## src/rtl/mtc_pkg.sv

```systemverilog
package mtc_pkg;

   localparam int MODE_W = 3;

   typedef enum logic [2:0] {
      MD_PERIODIC = 3'd0,
      MD_EVENT    = 3'd1,
      MD_CAPTURE  = 3'd2,
      MD_ONESHOT  = 3'd3,
      MD_WIDTH    = 3'd4
   } mtc_mode_e;

   typedef enum logic [1:0] {
      ST_IDLE,
      ST_ARM,
      ST_LOAD,
      ST_RUN
   } mtc_state_e;

   typedef struct packed {
      logic load_data;
      logic load_zero;
      logic dec;
      logic inc;
      logic capture;
      logic irq;
   } mtc_op_t;

   function automatic mtc_mode_e decode_mode(input logic [MODE_W-1:0] raw);
      case (raw)
         3'd1:    decode_mode = MD_EVENT;
         3'd2:    decode_mode = MD_CAPTURE;
         3'd3:    decode_mode = MD_ONESHOT;
         3'd4:    decode_mode = MD_WIDTH;
         default: decode_mode = MD_PERIODIC;
      endcase
   endfunction

   function automatic logic counts_up(input mtc_mode_e m);
      counts_up = (m == MD_CAPTURE) || (m == MD_WIDTH);
   endfunction

endpackage

```

## src/rtl/mtc_edge.sv

```systemverilog
module mtc_edge #(
   parameter int SYNC_STAGES = 0
) (
   input  logic clk,
   input  logic rst_n,
   input  logic tick,
   input  logic pin,
   output logic rise,
   output logic fall
);

   logic lvl;
   logic prev_q;

   generate
      if (SYNC_STAGES < 0) begin : g_bad
         $error("mtc_edge: SYNC_STAGES must not be negative");
      end
      if (SYNC_STAGES == 0) begin : g_direct
         assign lvl = pin;
      end else begin : g_sync
         logic [SYNC_STAGES-1:0] sync_q;
         always_ff @(posedge clk or negedge rst_n) begin
            if (!rst_n) sync_q <= '0;
            else if (SYNC_STAGES == 1) sync_q <= pin;
            else sync_q <= {sync_q[SYNC_STAGES-2:0], pin};
         end
         assign lvl = sync_q[SYNC_STAGES-1];
      end
   endgenerate

   // level is remembered only at count-clock pulses
   always_ff @(posedge clk or negedge rst_n) begin
      if (!rst_n)    prev_q <= 1'b0;
      else if (tick) prev_q <= lvl;
   end

   assign rise = tick &  lvl & ~prev_q;
   assign fall = tick & ~lvl &  prev_q;

endmodule

```

## src/rtl/mtc_ctrl.sv

```systemverilog
module mtc_ctrl
   import mtc_pkg::*;
(
   input  logic       clk,
   input  logic       rst_n,
   input  logic       tick,
   input  logic       start,
   input  logic       stop,
   input  mtc_mode_e  mode,
   input  logic       rise,
   input  logic       fall,
   input  logic       cnt_zero,
   output logic       running,
   output mtc_op_t    op
);

   mtc_state_e state_q, state_d;

   always_comb begin
      state_d = state_q;
      op      = '0;
      if (stop) begin
         state_d = ST_IDLE;
      end else if (start) begin
         case (mode)
            MD_EVENT: begin
               op.load_data = 1'b1;
               state_d      = ST_RUN;
            end
            MD_ONESHOT, MD_WIDTH: begin
               if (state_q == ST_IDLE) state_d = ST_ARM;
            end
            default: state_d = ST_LOAD;
         endcase
      end else if (tick) begin
         case (state_q)
            ST_ARM: begin
               if (rise) state_d = ST_LOAD;
            end
            ST_LOAD: begin
               if (counts_up(mode)) op.load_zero = 1'b1;
               else                 op.load_data = 1'b1;
               state_d = ST_RUN;
            end
            ST_RUN: begin
               case (mode)
                  MD_EVENT: begin
                     if (rise) begin
                        if (cnt_zero) begin
                           op.load_data = 1'b1;
                           op.irq       = 1'b1;
                        end else begin
                           op.dec = 1'b1;
                        end
                     end
                  end
                  MD_CAPTURE: begin
                     if (rise) begin
                        op.capture   = 1'b1;
                        op.load_zero = 1'b1;
                        op.irq       = 1'b1;
                     end else begin
                        op.inc = 1'b1;
                     end
                  end
                  MD_ONESHOT: begin
                     if (cnt_zero) begin
                        op.irq  = 1'b1;
                        state_d = ST_ARM;
                     end else begin
                        op.dec = 1'b1;
                     end
                  end
                  MD_WIDTH: begin
                     if (fall) begin
                        op.capture = 1'b1;
                        op.irq     = 1'b1;
                        state_d    = ST_ARM;
                     end else begin
                        op.inc = 1'b1;
                     end
                  end
                  default: begin
                     if (cnt_zero) begin
                        op.load_data = 1'b1;
                        op.irq       = 1'b1;
                     end else begin
                        op.dec = 1'b1;
                     end
                  end
               endcase
            end
            default: state_d = state_q;
         endcase
      end
   end

   always_ff @(posedge clk or negedge rst_n) begin
      if (!rst_n) state_q <= ST_IDLE;
      else        state_q <= state_d;
   end

   assign running = (state_q != ST_IDLE);

endmodule

```

## src/rtl/mtc_datapath.sv

```systemverilog
module mtc_datapath
   import mtc_pkg::*;
#(
   parameter int CNT_W = 16
) (
   input  logic             clk,
   input  logic             rst_n,
   input  mtc_op_t          op,
   input  logic [CNT_W-1:0] reload,
   output logic [CNT_W-1:0] cnt,
   output logic [CNT_W-1:0] cap,
   output logic             cnt_zero,
   output logic             irq
);

   localparam logic [CNT_W-1:0] ONE  = CNT_W'(1);
   localparam logic [CNT_W-1:0] ZERO = '0;

   logic [CNT_W-1:0] cnt_q, cap_q;
   logic             irq_q;

   always_ff @(posedge clk or negedge rst_n) begin
      if (!rst_n) begin
         cnt_q <= ZERO;
      end else if (op.load_zero) begin
         cnt_q <= ZERO;
      end else if (op.load_data) begin
         cnt_q <= reload;
      end else if (op.dec) begin
         cnt_q <= cnt_q - ONE;
      end else if (op.inc) begin
         cnt_q <= cnt_q + ONE;
      end
   end

   always_ff @(posedge clk or negedge rst_n) begin
      if (!rst_n)          cap_q <= ZERO;
      else if (op.capture) cap_q <= cnt_q;
   end

   always_ff @(posedge clk or negedge rst_n) begin
      if (!rst_n) irq_q <= 1'b0;
      else        irq_q <= op.irq;
   end

   assign cnt      = cnt_q;
   assign cap      = cap_q;
   assign irq      = irq_q;
   assign cnt_zero = (cnt_q == ZERO);

endmodule

```

## src/rtl/mtc_channel.sv

```systemverilog
module mtc_channel
   import mtc_pkg::*;
#(
   parameter int CNT_W       = 16,
   parameter int SYNC_STAGES = 0
) (
   input  logic              clk,
   input  logic              rst_n,
   input  logic              cnt_tick,
   input  logic              start_stb,
   input  logic              stop_stb,
   input  logic [MODE_W-1:0] mode_sel,
   input  logic [CNT_W-1:0]  reload_val,
   input  logic              ext_in,
   output logic [CNT_W-1:0]  cnt_val,
   output logic              run_flag,
   output logic [CNT_W-1:0]  cap_val,
   output logic              irq
);

   generate
      if (CNT_W < 2) begin : g_bad_width
         $error("mtc_channel: CNT_W must be at least 2");
      end
   endgenerate

   mtc_mode_e mode;
   mtc_op_t   op;
   logic      rise, fall, cnt_zero;

   assign mode = decode_mode(mode_sel);

   mtc_edge #(.SYNC_STAGES(SYNC_STAGES)) u_edge (
      .clk   (clk),
      .rst_n (rst_n),
      .tick  (cnt_tick),
      .pin   (ext_in),
      .rise  (rise),
      .fall  (fall)
   );

   mtc_ctrl u_ctrl (
      .clk      (clk),
      .rst_n    (rst_n),
      .tick     (cnt_tick),
      .start    (start_stb),
      .stop     (stop_stb),
      .mode     (mode),
      .rise     (rise),
      .fall     (fall),
      .cnt_zero (cnt_zero),
      .running  (run_flag),
      .op       (op)
   );

   mtc_datapath #(.CNT_W(CNT_W)) u_dp (
      .clk      (clk),
      .rst_n    (rst_n),
      .op       (op),
      .reload   (reload_val),
      .cnt      (cnt_val),
      .cap      (cap_val),
      .cnt_zero (cnt_zero),
      .irq      (irq)
   );

endmodule

```

## config.mk

```make
export PLATFORM = sky130hd
export DESIGN_NAME = mtc_channel
export DESIGN_NICKNAME = d
export VERILOG_FILES = /design/src/rtl/mtc_pkg.sv /design/src/rtl/mtc_edge.sv /design/src/rtl/mtc_ctrl.sv /design/src/rtl/mtc_datapath.sv /design/src/rtl/mtc_channel.sv
export SDC_FILE = /design/constraint.sdc
export NUM_CORES = 1
export LEC_CHECK = 0
export ABC_CLOCK_PERIOD_IN_PS = 4900
export BUFFER_PORTS_ARGS = -buffer_cell sky130_fd_sc_hd__buf_2
export CORE_ASPECT_RATIO = 0.7
export CORE_MARGIN = 2
export CORE_UTILIZATION = 54
export DETAILED_ROUTE_END_ITERATION = 12
export PLACE_DENSITY = 0.79
export SLEW_MARGIN = 0
export SYNTH_ARGS = -nofsm -noshare
export SYNTH_HDL_FRONTEND = slang
export SYNTH_HIERARCHICAL = 1
export SYNTH_SLANG_ARGS = --single-unit
```

## constraint.sdc

```tcl
create_clock -name clk -period 4.9 [get_ports clk]
set_clock_uncertainty 0.15 [all_clocks]
set_input_delay 0.98 -clock clk [delete_from_list [all_inputs] [get_ports clk]]
set_output_delay 0.98 -clock clk [all_outputs]
set_load 0.02 [all_outputs]
```

==> flow_metrics.tcl <==
set metrics [dict create \
    status "complete, no violations" \
    wire_per_inst_um 16.55 \
    synth.distinct_cells 72 \
    r2r-end "u_dp/cnt[14]" \
    p_clk_share_pct 21.4 \
    rsz0062_at_grt "false" \
    cts_root_buf "clkbuf_8" \
    routed_wl_um 7266 \
    grt.overflow.total 0 \
    vdd_drop_max_mv 0.1489 \
    fmax_mhz 245.6 \
    ys_seq_area_share_pct 32.52 \
    power.switching_uw 422.5 \
    clk_pin_slew_ns 0.07 \
    clock_latency_ns 0.30 \
    synth_top_family_by_area "compound AO/OA/AOI/OAI gates" \
    slew_headroom_pct 45.04 \
    worstSetupEndpoint "u_dp/cnt[14]" \
    drv_cap 0 \
    synth-xor-area-share_pct 1.897 \
    htree_levels 2 \
    cp.arrival_ns 4.09 \
    cts_num_sinks 36 \
    critPathLaunchType "primary input" \
    syn_to_final_growth_pct 16.49 \
    ys_seq_elements 36 \
    layout.nets 409 \
    hpwl_um 5272 \
    fin_util_pct 66.38 \
    first_global_vias 2579 \
    synth.area.mux_share_pct 7.407 \
    netlist_area_um2 2770 \
    die_h_um 63.93 \
    synthAdderAreaFrac_pct 7.046 \
    p_sw_share_pct 40.51 \
    num_vias 2689 \
    layout-drive-gt1-share_pct 28.65 \
    ant_nets 0 \
    rows 21 \
    pin_count 59 \
    drt_iter0_markers 269 \
    io_buffer_count 58 \
    clk_path_buf_depth 2 \
    cts_tree "done" \
    synthFlopType "dfrtp_1" \
    cts_hold_buffers 0 \
    dieArea_um2 5728 \
    grt_pass1_wl_um 12190 \
    synth_edf_count 0 \
    cts_buffers 5 \
    power.density_nw_per_um2 323.2 \
    synth_area_leader_cell "dfrtp_1" \
    synth-compound-area-share_pct 25.88 \
    setup.worst_path.start "mode_sel[0]" \
    async_reset_ff_share_pct 100.0 \
    p_int_uw 620.4 \
    floorplan.initialDensity_pct 56.99 \
    ctsResizeCount 0 \
    drc 0 \
    fin_tns_setup_ns 0 \
    slew_viol_final 0 \
    hold_violations 0 \
    worst-path-max-fanout 18 \
    synth_area_leaders "dfrtp_1 33%, a21oi_1 6.5%, mux2_2 6.5%" \
    post_cts_buffers 0 \
    rr_startpoint "u_dp/cnt[11]" \
    syn_area_per_cell_um2 8.879 \
    finalCritPeriodShare_pct 83.10 \
    finalCriticalPeriod_ns 4.072 \
    reg2regPathDepth 10 \
    cp.required_ns 4.91 \
    min_path_type "flop to flop" \
    combPwrFrac_pct 39.0 \
    num_antenna_cells 0 \
    dr.pass1.iters 5 \
    synthCells 312 \
    grt_start_max_net_pins 37 \
    tightest_slew_ns 0.8244 \
    hold_slack_ns 0.3556 \
    die_width_um 89.61 \
    pwr-share-seq_pct 39.7 \
    critPathKind "primary input to flop" \
    reg2reg_slack_ns 1.26 \
    globalplace.congestion 0.9117 \
    viasPerCell 6.125 \
    setup_viol 0 \
    final.fill_count 412 \
    yosys_warnings 6 \
    antenna_found_initial 0 \
    critPathCaptureType "flop" \
    core_area_um2 4861 \
    power_leakage_uw 0.001546 \
    synth_nets 352 \
    synth.top_cell.area_share_pct 32.52 \
    grt_usage_pct 27.29 \
    synth-simple-area-share_pct 20.82 \
]
-- worst max-delay path, stage by stage --
cell and delay, ns:
buf_2 0.11, nor3b_2 0.35, nand2b_2 0.21, o211ai_1 0.10, a211o_1 0.30, nor2_1 0.12, buf_4 0.29, ha_1 0.35
a21oi_1 0.35, nand2_1 0.13, o311ai_0 0.46, and3_1 0.24, o32ai_1 0.08
-- synthesized netlist by cell type (2+ instances only) --
| cell | number |
|---|---|
| buf_2 | 2 |
| nor3_1 | 6 |
| and2b_2 | 2 |
| or2_1 | 2 |
| or3b_1 | 2 |
| a31oi_1 | 5 |
| dfrtp_1 | 36 |
| and3b_2 | 2 |
| a211o_1 | 2 |
| clkbuf_1 | 7 |
| mux2_2 | 16 |
| xnor2_1 | 5 |
| nor2_1 | 22 |
| a221oi_1 | 2 |
| nor3b_1 | 2 |
| a21oi_1 | 36 |
| a211oi_1 | 6 |
| or3_1 | 2 |
| nand2_1 | 27 |
| o211ai_1 | 4 |
| and4_1 | 2 |
| nor2b_1 | 2 |
| o221ai_1 | 3 |
| o22ai_1 | 2 |
| buf_4 | 4 |
| nand4_1 | 2 |
| ha_1 | 14 |
| o32ai_1 | 2 |
| nand3_1 | 12 |
| and2_1 | 3 |
| a2111o_1 | 2 |
| nand3b_1 | 3 |
| o21ai_0 | 9 |
| o21bai_1 | 2 |
| nand2b_1 | 3 |
| nor4_1 | 6 |
| a21o_1 | 9 |
| inv_1 | 10 |
-- how the worst min path moves through the flow --
stage	slack (ns)	depth (start not counted)	startpoint	to
2_1_floorplan	0.34	1	u_edge/prev_q	u_edge/prev_q
3_3_place_gp	0.33	1	u_dp/cap[7]	u_dp/cap[7]
3_5_place_dp	0.34	1	u_dp/cap[4]	u_dp/cap[4]
4_1_cts	0.36	1	u_dp/cap[4]	u_dp/cap[4]
5_1_grt	0.38	1	u_dp/cap[2]	u_dp/cap[2]
6_report	0.36	1	u_dp/cap[4]	u_dp/cap[4]
-- state kept, by name, summed over array words and instances, names as in the netlist --
register / count
u_ctrl/state_q: 2
u_dp/cap: 16
u_edge/prev_q: 1
u_dp/irq: 1
u_dp/cnt: 16
-- area by class of cell --
class                           instances  area [um^2]  area share [%]
Tap cell                               69        86.33           2.675
Inverter                               11        41.29           1.280
Clock buffer                            8        90.09           2.792
Sequential cell                        36        900.9           27.92
Multi-Input combinational cell        250         1765           54.71
Timing Repair Buffer                   65        342.8           10.62
-- metrics by stage --
step	setup WS, ns	std cells	cell area, um^2	power (uW)
floorplan	0.4827	312	2770	687.9
global placement	0.7882	431	3137	809.5
detailed placement	0.6509	431	3137	818.7
CTS	0.9372	439	3227	1040
global route	0.5604	439	3227	1112
finish	0.8282	439	3227	1043
-- metal layers --
layer | vias to the layer above | global-route usage (%) | routed length (um)
li1 | 1289 | - | -
met1 | 1274 | 39.79 | 3488
met5 | - | 0 | 0
met4 | 0 | 8.022 | 103
met2 | 112 | 40.26 | 3127
met3 | 14 | 6.072 | 547
-- power by group through the flow --
stage | combinational (uW) | sequential [uW] | clock, uW
6_report | 406 | 414 | 223
5_1_grt | 451 | 423 | 238
4_1_cts | 402 | 413 | 225
3_5_place_dp | 401 | 418 | 0
3_3_place_gp | 392 | 417 | 0
2_1_floorplan | 235 | 453 | 0
-- cells in the final DEF (no fill, tap or decap), types with 3 or more instances in the layout --
master,n
a211oi_1,6
a21o_1,9
a21oi_1,36
a31oi_1,5
and2_1,3
buf_2,58
buf_4,7
clkbuf_8,6
dfrtp_1,36
ha_1,14
inv_1,10
mux2_2,16
nand2_1,27
nand2b_1,3
nand3_1,12
nand3b_1,3
nor2_1,22
nor3_1,6
nor4_1,6
o211ai_1,4
o21ai_0,9
o221ai_1,3
xnor2_1,5
-- cells by family after synthesis --
kind of cell	count (synthesis)
flops	36
fa+ha+maj	15
simple gates	108
compound gates	103
xor+xnor	6
buf+inv	26
mux	18
(Power assumes the default switching activity.)
